### src/rtl/bpwm_pkg.sv
package bpwm_pkg;

    typedef enum logic [1:0] {
        STEER_SINGLE = 2'b00,
        STEER_FWD    = 2'b01,
        STEER_HALF   = 2'b10,
        STEER_REV    = 2'b11
    } steer_e;

    localparam int NUM_PINS = 4;
    localparam int PIN_A    = 0;
    localparam int PIN_B    = 1;
    localparam int PIN_C    = 2;
    localparam int PIN_D    = 3;

    typedef struct packed {
        logic [NUM_PINS-1:0] drv;
        logic [NUM_PINS-1:0] oe;
    } pins_t;

endpackage

### src/rtl/bpwm_duty_core.sv
module bpwm_duty_core #(
    parameter int CNT_W = 10
) (
    input  logic             clk,
    input  logic             rst_n,
    input  logic [CNT_W-1:0] tmr_cnt,
    input  logic             period_match,
    input  logic [CNT_W-1:0] duty_new,
    output logic [CNT_W-1:0] duty_lat,
    output logic             pwm_level
);

    typedef struct packed {
        logic [CNT_W-1:0] duty;
        logic             pwm;
    } core_t;

    core_t st_d, st_q;

    always_comb begin
        st_d     = st_q;
        st_d.pwm = (tmr_cnt < st_q.duty);
        if (period_match) begin
            st_d.duty = duty_new;
        end
    end

    always_ff @(posedge clk or negedge rst_n) begin
        if (!rst_n) begin
            st_q <= '0;
        end else begin
            st_q <= st_d;
        end
    end

    assign duty_lat  = st_q.duty;
    assign pwm_level = st_q.pwm;

endmodule

### src/rtl/bpwm_deadband.sv
module bpwm_deadband #(
    parameter int DB_W = 6
) (
    input  logic            clk,
    input  logic            rst_n,
    input  logic            pwm_level,
    input  logic [DB_W-1:0] dead_cnt,
    output logic            act_a,
    output logic            act_b
);

    localparam logic [DB_W-1:0] CNT_MAX = '1;

    typedef struct packed {
        logic            prev;
        logic [DB_W-1:0] cnt;
    } db_t;

    db_t             st_d, st_q;
    logic [DB_W-1:0] cnt_eff;
    logic            settled;

    always_comb begin
        cnt_eff = (pwm_level != st_q.prev) ? '0 : st_q.cnt;
        settled = (cnt_eff >= dead_cnt);
        act_a   = pwm_level && settled;
        act_b   = !pwm_level && settled;

        st_d      = st_q;
        st_d.prev = pwm_level;
        st_d.cnt  = (cnt_eff == CNT_MAX) ? CNT_MAX : cnt_eff + 1'b1;
    end

    always_ff @(posedge clk or negedge rst_n) begin
        if (!rst_n) begin
            st_q <= '0;
        end else begin
            st_q <= st_d;
        end
    end

endmodule

### src/rtl/bpwm_steer.sv
module bpwm_steer
    import bpwm_pkg::*;
(
    input  logic       pwm_level,
    input  logic       act_a,
    input  logic       act_b,
    input  logic [3:0] mode,
    input  logic [1:0] steer,
    output pins_t      pins
);

    logic [NUM_PINS-1:0] lvl;
    logic [NUM_PINS-1:0] own;
    logic                pwm_on;

    always_comb begin
        pwm_on = (mode[3:2] == 2'b11);
        lvl    = '0;
        own    = '0;
        if (pwm_on) begin
            case (steer_e'(steer))
                STEER_SINGLE: begin
                    own[PIN_A] = 1'b1;
                    lvl[PIN_A] = pwm_level;
                end
                STEER_FWD: begin
                    own        = '1;
                    lvl[PIN_A] = 1'b1;
                    lvl[PIN_D] = pwm_level;
                end
                STEER_HALF: begin
                    own[PIN_A] = 1'b1;
                    own[PIN_B] = 1'b1;
                    lvl[PIN_A] = act_a;
                    lvl[PIN_B] = act_b;
                end
                default: begin
                    own        = '1;
                    lvl[PIN_B] = pwm_level;
                    lvl[PIN_C] = 1'b1;
                end
            endcase
        end
    end

    for (genvar i = 0; i < NUM_PINS; i++) begin : g_pin
        localparam int POL_BIT = (i % 2 == 0) ? 1 : 0;
        assign pins.oe[i]  = own[i];
        assign pins.drv[i] = own[i] & (lvl[i] ^ mode[POL_BIT]);
    end

endmodule

### src/rtl/bpwm_bridge.sv
module bpwm_bridge
    import bpwm_pkg::*;
#(
    parameter int CNT_W = 10,
    parameter int DB_W  = 6
) (
    input  logic             clk,
    input  logic             rst_n,
    input  logic [CNT_W-1:0] tmr_cnt,
    input  logic             period_match,
    input  logic [CNT_W-3:0] duty_msb,
    input  logic [1:0]       duty_lsb,
    input  logic [3:0]       mode,
    input  logic [1:0]       steer,
    input  logic [DB_W-1:0]  dead_cnt,
    output logic [3:0]       pin_drv,
    output logic [3:0]       pin_oe
);

    logic [CNT_W-1:0] duty_lat;
    logic             pwm_level;
    logic             act_a;
    logic             act_b;
    pins_t            pins_d, pins_q;

    bpwm_duty_core #(.CNT_W(CNT_W)) u_core (
        .clk          (clk),
        .rst_n        (rst_n),
        .tmr_cnt      (tmr_cnt),
        .period_match (period_match),
        .duty_new     ({duty_msb, duty_lsb}),
        .duty_lat     (duty_lat),
        .pwm_level    (pwm_level)
    );

    bpwm_deadband #(.DB_W(DB_W)) u_db (
        .clk       (clk),
        .rst_n     (rst_n),
        .pwm_level (pwm_level),
        .dead_cnt  (dead_cnt),
        .act_a     (act_a),
        .act_b     (act_b)
    );

    bpwm_steer u_steer (
        .pwm_level (pwm_level),
        .act_a     (act_a),
        .act_b     (act_b),
        .mode      (mode),
        .steer     (steer),
        .pins      (pins_d)
    );

    always_ff @(posedge clk or negedge rst_n) begin
        if (!rst_n) begin
            pins_q <= '0;
        end else begin
            pins_q <= pins_d;
        end
    end

    assign pin_drv = pins_q.drv;
    assign pin_oe  = pins_q.oe;

endmodule

### config.mk
export PLATFORM = sky130hd
export DESIGN_NAME = bpwm_bridge
export DESIGN_NICKNAME = d
export VERILOG_FILES = /design/src/rtl/bpwm_pkg.sv /design/src/rtl/bpwm_duty_core.sv /design/src/rtl/bpwm_deadband.sv /design/src/rtl/bpwm_steer.sv /design/src/rtl/bpwm_bridge.sv
export SDC_FILE = /design/constraint.sdc
export NUM_CORES = 1
export LEC_CHECK = 0
export CORE_UTILIZATION = 53
export CTS_BUF_LIST = sky130_fd_sc_hd__clkbuf_2
export DETAILED_ROUTE_END_ITERATION = 10
export PLACE_DENSITY_LB_ADDON = 0.12
export SLEW_MARGIN = 25
export SYNTH_ARGS = -nofsm -noshare
export SYNTH_HDL_FRONTEND = slang
export SYNTH_SLANG_ARGS = --single-unit
### constraint.sdc
create_clock -name clk -period 5.7 [get_ports clk]
set_input_delay 0.57 -clock clk [delete_from_list [all_inputs] [get_ports clk]]
set_output_delay 0.57 -clock clk [all_outputs]
set_load 0.03 [all_outputs]
======== Word-level counts from Yosys, hierarchy flattened ========
Cells that the tools add are included.
operators by class
  bitwise logic cells ..................... 8
  eq/ne operators ......................... 5
  $lt $le $gt $ge ......................... 2
  multiplexer cells ....................... 10
  $add $sub $neg .......................... 1
  reduce and logical (&&, ||, !) cells .... 7
operators by type and width
  kind                 number
  $mux 6               2
  $lt 10x10->1         1
  $mux 4               2
  $add 6x1->6 const B  1
  $eq 6x6->1 const B   1
  $ge 6x6->1           1
  $and 1x1->1          4
  $eq 2x2->1 const B   2
  $reduce_or 2->1      2
  $xor 1x1->1          4
  $mux 1               3
  $pmux 1 s3           1
  $reduce_or 3->1      1
  $eq 2x1->1 const B   1
  $logic_and 1x1->1    2
  $logic_not 2->1      1
  $mux 2               1
  $pmux 1 s2           1
  $logic_not 1->1      1
  $ne 1x1->1           1
word-level totals
  flip-flop bits (word level) ............. 26
  input port bits ......................... 35
  logic and storage cells ................. 39
  output and inout bits ................... 8

======== Logic depth before layout (Yosys ltp) ========
Gate-level depths: netlist (run 1).
  depth in word-level cells ............... 8
  gate-level depth with buffers ........... 10
  mapped depth without buffers ............ 9

======== Modules after synthesis ========
Synthesis (run 1) repeated with hierarchy kept, for this count alone.
second synthesis, totals
  cells, all modules ...................... 152
  area, all modules ....................... 1486.4 um^2
modules (own cells, without submodules)
  module          seq. area each (um^2)  area each (um^2)  cells each  times used
  bpwm_duty_core  275.3                  603.1             64          1
  bpwm_deadband   175.2                  521.8             55          1
  bpwm_bridge     200.2                  200.2             8           1
  bpwm_steer      0.0                    161.4             25          1

======== Worst setup path after synthesis (run 1) ========
Ideal clock, no wire load.
  path kind ............................... flip-flop to flip-flop
  start point ............................. register u_core.st_q, in the netlist u_core.pwm_level
  end point ............................... register pins_q, in the netlist pin_drv[1]
  arrival ................................. 2167 ps
  setup time .............................. 82 ps
  data required time ...................... 5618 ps
  period minus slack after synthesis ...... 2249 ps
  cell stages (with the launch flop) ...... 10
  buffers on the path ..................... 1
  slack ................................... 3451 ps
  cell sequence ........................... dfrtp_1 > buf_6 > xnor2_4 > nand2_1 > ha_1 > nand2b_4 > a2111oi_4 > a2111oi_2 > or3_1 > a31oi_1
RTL lines
  what                      line                  text
  start: declaration        bpwm_duty_core.sv:18  core_t st_d, st_q;
  start signal: assignment  bpwm_duty_core.sv:32  st_q <= st_d;
  end signal: assignment    bpwm_bridge.sv:58     pins_q <= pins_d;
  end: declaration          bpwm_bridge.sv:24     pins_t pins_d, pins_q;

==> results.md, run 1 <==
- RSZ-0062 raised after global routing: no
- All-layer global routing usage: 0.210
- Distinct cells, synth: 38
- Placed Area: 1940 um2
- Post-route cell area: 1960 um2
- Reg power frac: 0.487
- Syn Nets: 209
- WL final: 2730 um
- Worst r2r src: u_core.pwm_level
- Final Hold Fails: 0
- Synth warn: 0
- Ports: 43
- Share of the synthesized area in the top cell type: 0.412
- Sequential share of the synthesized area: 0.412
- Die H: 55.5 um
- CTS tree: yes
- CTS H-Tree Depth: 1
- Ant diodes: 0
- Clk_lat worst skew: 0.33 ns
- Clock transition at path regs: 0.22 ns
- #FFs+latches synth: 25
- Post-synth ARST share: 1.00
- Core area: 2730 um2
- Layout area overhead: 28.9%
- Clock Sinks: 25
- Pin count of the biggest net entering global routing: 26
- Min-delay worst type: primary input to async pin
- Worst Hold Slack: 0.181 ns
- Reg2reg end: pin_drv[1]
- Predominant post-synthesis flop cell: dfrtp_1
- Vias in the first global route: 1,263
- Setup repair bufs after CTS: 0
- Post-Syn Area: 1520 um2
- Status: completed
- DR iter-0 viols: 27
- Layout cells sized above 1: 0.0603
- Psw: 0.000143 W
- Power share of the clock group: 0.151
- Setup_tns: 0 ns
- Post-synth EDFFs: 0
- DP Worst Slack: 3.15 ns
- CP max-delay cell: dfrtp_1
- Fmax: 406 MHz
- Clk root buf: clkbuf_2
- WP buf/inv: 0
- Final GP Congestion: 0.784
- Fin crit share: 0.432
- Worst Path Required: 5.98 ns
- Sw Share: 0.319
- CP cell instances: xnor2_4 > nand2_1 > ha_1 > nand2b_4 > a2111oi_4 > a2111oi_2 > or3_1 > a31oi_1
- Worst path max stage delay: 0.58 ns
- Critical Path AT: 2.74 ns
- Row cnt: 19
- Residual DRC count: 0
- Crit path to: pin_drv[1]
- Lkg Pwr: 0.902 nW
- PostCTS Resize Cnt: 0
- Via density: 5.33
- Worst slew pin tran: 0.548 ns
- VDD IR max: 0.210 mV
- Worst slew margin: 0.633
- Worst Setup Slack, final: 3.24 ns
- Port-buffer cells: 42
- Routed wire per std cell: 11.9 um
- Mean area per synthesized cell: 9.55 um2
- Worst reg-to-reg path cell count: 8
- Clock buffer depth: 2
- Min Tclk post-route: 2.46 ns
- WS Path Type: flip-flop to flip-flop
- Number of buffers inserted by hold repair at cts: 0
- Crit. End Element: flip-flop
- Flop2flop setup slack: 3.24 ns
- Antenna violation net count after detailed routing: 0
- Maximum fanout along the worst path: 11
- CP Depth: 8
- Nets: 250
- Clk_skew: 0.0116 ns
- Initial Utilization: 0.556
- Die area: 3080 um2
- Cells after Synth: 159
- Pint: 0.000304 W
- Via Count: 1,226
- Final Setup Violations: 0
- DR pass1 iterations: 4
- Synth area leader: dfrtp_1
- Combinational share of power: 0.362
- PwrDens: 228 nW/um2
- Top cells by area in the synthesized netlist: dfrtp_1 41%, ha_1 12%, inv_1 5.2%, o21ai_0 4.6%, nand2_1 4.2%
- CTS buffer count: 3
- Max-cap violations: 0
- Global-route wire length before repair: 5170 um
- Chip width: 55.5 um
- Global route overflow: 0
- Post-DP HPWL: 2200 um
- Fin. max-slew vios: 0
- Initial antenna violation count: 0
- Startpoint types: flip-flop
- CP Launch Point: u_core.pwm_level
- Top delay family on crit path: compound AO/OA/AOI/OAI gates
## how the worst min path moves through the flow
stage                       startpoint                  to  slack, ns  cells past startpoint
floorplan                        rst_n          pin_drv[0]       0.27                      0
global placement    u_core.duty_lat[0]  u_core.duty_lat[0]       0.49                      1
detailed placement  u_core.duty_lat[0]  u_core.duty_lat[0]       0.52                      1
CTS                              rst_n          pin_drv[1]       0.19                      1
global route                     rst_n           pin_oe[0]       0.17                      1
finish                           rst_n  u_core.duty_lat[4]       0.18                      1
## flip-flops by register name, indices dropped and copies added (netlist names)
name	cells
u_core.duty_lat	10
u_db.st_q	7
pin_drv	4
pin_oe	3
u_core.pwm_level	1
## per-layer routing
layer / part of all wire / global-route usage
met2: 0.50 / 0.358
met5: 0 / 0
met4: 0.012 / 0.107
met1: 0.44 / 0.250
met3: 0.046 / 0.0422
## kinds of logic after synthesis
group	after synthesis	synth area share
AOI/OAI and AO/OA	32	0.156
and+or+nand+nor	52	0.174
xor gates and xnor gates	7	0.0527
buffers and inverters	27	0.0750
adders and majority gates	15	0.124
DFF	25	0.412
muxes	1	0.00741
## synth_stat cells, types with 3 or more instances
library cell	n
nor3_1	4
xnor2_1	3
and2_1	3
ha_1	15
clkbuf_1	3
nand2b_1	3
nor2b_1	4
inv_1	21
o21ai_0	14
a211oi_1	3
xor2_1	3
nand2_1	17
nand3_1	3
o21a_1	4
nor2_1	10
dfrtp_1	25
## per-stage QoR
step,total power [W],std cells,util
2_1_floorplan,0.000332,159,-
3_3_place_gp,0.000376,226,0.711
3_5_place_dp,0.000383,226,0.709
4_1_cts,0.000452,230,0.716
5_1_grt,0.000481,230,0.716
6_report,0.000447,230,0.716
## placed cells by master, fill, tap and decap left out
cell type / instances
a2111oi_2: 2
a2111oi_4: 1
a211oi_1: 3
a21o_1: 1
a21oi_1: 1
a31oi_1: 1
and2_1: 3
and4_1: 1
buf_2: 1
clkbuf_2: 4
clkdlybuf4s50_1: 41
dfrtp_1: 25
ha_1: 15
inv_1: 21
mux2_2: 1
nand2_1: 17
nand2_2: 1
nand2b_1: 3
nand2b_4: 1
nand3_1: 3
nand3b_1: 2
nand4_1: 1
nand4b_1: 1
nor2_1: 10
nor2b_1: 4
nor3_1: 4
o211ai_1: 1
o21a_1: 4
o21ai_0: 14
o21ai_1: 1
o2bb2ai_1: 1
o31ai_1: 1
o41ai_1: 1
or3_1: 1
xnor2_1: 3
xnor2_4: 1
xor2_1: 3
## final cells by class
| type | instances | area (um2) |
|---|---|---|
| multi-input combinational | 107 | 779 |
| fill | 231 | 776 |
| sequential | 25 | 626 |
| timing repair buffer | 42 | 415 |
| inverter | 21 | 78.8 |
| tap | 31 | 38.8 |
| clock buffer | 4 | 20.0 |
## power groups by stage
stage | combinational (W) | clock (W) | sequential (W)
6_report | 0.000162 | 0.0000674 | 0.000218
5_1_grt | 0.000182 | 0.0000779 | 0.000221
4_1_cts | 0.000164 | 0.0000711 | 0.000218
3_5_place_dp | 0.000162 | 0 | 0.000221
3_3_place_gp | 0.000156 | 0 | 0.000220
2_1_floorplan | 0.000113 | 0 | 0.000219
No activity file was read; power rests on OpenSTA's default activity.
==> inputs of run 2 (changes only) <==
--- a/config.mk
+++ b/config.mk
@@ -5,7 +5,7 @@
 export SDC_FILE = /design/constraint.sdc
 export NUM_CORES = 1
 export LEC_CHECK = 0
-export CORE_UTILIZATION = 53
+export CORE_UTILIZATION = 49
 export CTS_BUF_LIST = sky130_fd_sc_hd__clkbuf_2
 export DETAILED_ROUTE_END_ITERATION = 10
 export PLACE_DENSITY_LB_ADDON = 0.12
==> constraint.sdc (replaced) <==
create_clock -name clk -period 2.5 [get_ports clk]
set_input_delay 0.25 -clock clk [delete_from_list [all_inputs] [get_ports clk]]
set_output_delay 0.25 -clock clk [all_outputs]
set_load 0.03 [all_outputs]
==> run 2 against run 1 <==
Against the previous run: the flow now finishes with violations (design-rule violations); hold slack better by 0.039 ns; design area grew 1.4%; fmax rose by 6.9%; sequential share of layout area shrank 0.44 points; non-clock buffer count rose by 3; routed wire length is 8.0% higher; clock-buffer cell count unchanged; critical path depth unchanged.
==> results.md, run 2 (synthesized netlist as in run 1, its figures left out) <==
- Status: finished with violations
- Failing checks: design-rule violations
- Largest register FFs: 10 (unchanged)
- Fmax: 434 MHz (+6.9%)
- Clk_skew: 0.0122 ns (+0.000624 ns)
- Post-route insts no fill: 233 (+1.3%)
- Fin crit share: 0.922 (+0.490)
- Layout cells sized above 1: 0.0693 (+0.00901)
- Maximum fanout along the worst path: 6 (-5)
- Residual DRC count: 4 (+4)
- Initial antenna violation count: 0 (unchanged)
- Ports: 43 (unchanged)
- Die H: 57.7 um (+3.9%)
- Global-route wire length before repair: 5200 um (+0.66%)
- Antenna violation net count after detailed routing: 0 (unchanged)
- Max-cap violations: 0 (unchanged)
- Final Setup Violations: 0 (unchanged)
- All-layer global routing usage: 0.201 (-0.00900)
- Chip width: 57.7 um (+3.9%)
- Worst slew margin: 0.698 (+0.0652)
- Core area: 2850 um2 (+4.3%)
- Ant diodes: 0 (unchanged)
- Worst slew pin tran: 0.446 ns (-0.102 ns)
- Final GP Congestion: 0.760 (-3.0%)
- CTS tree: yes
- Layout area overhead: 30.7%
- WL final: 2940 um (+8.0%)
- RSZ-0062 raised after global routing: no
- Clock buffer depth: 2 (unchanged)
- Routed wire per std cell: 12.6 um (+6.6%)
- Vias in the first global route: 1,283 (+1.6%)
- DR iter-0 viols: 35 (+30%)
- CTS H-Tree Depth: 1 (unchanged)
- Port-buffer cells: 42 (unchanged)
- Die area: 3330 um2 (+7.9%)
- Startpoint types: flip-flop
- Global route overflow: 0 (unchanged)
- DP Worst Slack: 0.213 ns (-2.94 ns)
- Setup repair bufs after CTS: 0 (unchanged)
- DR pass1 iterations: 7 (+3)
- Row cnt: 19 (unchanged)
- PwrDens: 519 nW/um2 (+130%)
- VDD IR max: 0.282 mV (+35%)
- Initial Utilization: 0.532 (-0.0232)
- WS Path Type: flip-flop to flip-flop
- Commonest cells after routing, fill and taps aside: 42 x clkdlybuf4s50_1, 25 x dfrtp_1, 21 x inv_1, 17 x nand2_1, 15 x ha_1
- Nets: 253 (+1.2%)
- Clock transition at path regs: 0.23 ns (about the same)
- Clock Sinks: 25 (unchanged)
- Fin. max-slew vios: 0 (unchanged)
- Critical Path AT: 2.60 ns (-0.14 ns)
- DP Cell Count: 229 (+1.3%)
- Lkg Pwr: 0.916 nW (+1.6%)
- Worst Setup Slack, final: 0.196 ns (-3.04 ns)
- Most common cell after layout, fill and taps aside: clkdlybuf4s50_1
- Clk root buf: clkbuf_2
- Number of buffers inserted by hold repair at cts: 0 (unchanged)
- Final Hold Fails: 0 (unchanged)
- PostCTS Resize Cnt: 0 (unchanged)
- Post-DP HPWL: 2390 um (+8.8%)
- Min Tclk post-route: 2.30 ns (-0.159 ns)
- Min-delay worst type: primary input to async pin
- Pin count of the biggest net entering global routing: 26 (unchanged)
- Final Power: 0.00103 W (+130%)
- Crit. End Element: flip-flop
- Via Count: 1,224 (-0.16%)
- Clk_lat worst skew: 0.34 ns (about the same)
- CTS buffer count: 3 (unchanged)
- Final core utilization: 0.696 (-0.0202)
- Worst Path Required: 2.79 ns (-3.19 ns)
- Setup_tns: 0 ns (unchanged)
- Via density: 5.25 (-1.4%)
==> run 2: power breakdown <==
part / internal (W) / switching (W) / total [W]
clock: 0.0000423 / 0.000116 / 0.000158
combinational: 0.000203 / 0.000175 / 0.000379
sequential: 0.000454 / 0.0000385 / 0.000493
==> run 2: stage by stage <==
stage / instance area, um2 / hold WS, ns
detailed placement: 1970 / 0.512
CTS: 1990 / 0.221
floorplan: 1520 / -0.0456
global placement: 1970 / 0.495
finish: 1990 / 0.220
global route: 1990 / 0.212
==> run 2: final cells by class <==
cell class	count	area, um2
timing repair buffer	45	443
inverter	21	78.8
fill	249	867
tap	31	38.8
sequential	25	626
clock buffer	4	20.0
multi-input combinational	107	779
==> run 2: per-layer routing <==
layer	global-route usage	vias up	wire length (um)
met3	0.0335	4	151
met5	0	-	0
li1	-	617	-
met4	0.0748	0	31
met2	0.372	29	1510
met1	0.232	574	1250
==> run 2: critical path, stage by stage, from the launching register on <==
cell,delay (ns)
dfrtp_1,0.49
xnor2_4,0.24
nand2_1,0.10
ha_1,0.27
nand2b_4,0.15
a2111oi_4,0.40
a2111oi_2,0.11
or3_1,0.35
a31oi_1,0.16
==> run 2: final timing paths <==
check | cells past startpoint | endpoint | slack (ns) | from
max reg2reg | 8 | pin_drv[1] | 0.20 | u_core.pwm_level
min in group clk | 3 | u_core.duty_lat[8] | 0.45 | duty_msb[6]
max in group asynchronous | 2 | u_db.st_q[2] | 2.03 | rst_n
max | 8 | pin_drv[1] | 0.20 | u_core.pwm_level
min reg2reg | 1 | u_core.duty_lat[0] | 0.56 | u_core.duty_lat[0]
min | 2 | u_core.duty_lat[3] | 0.22 | rst_n
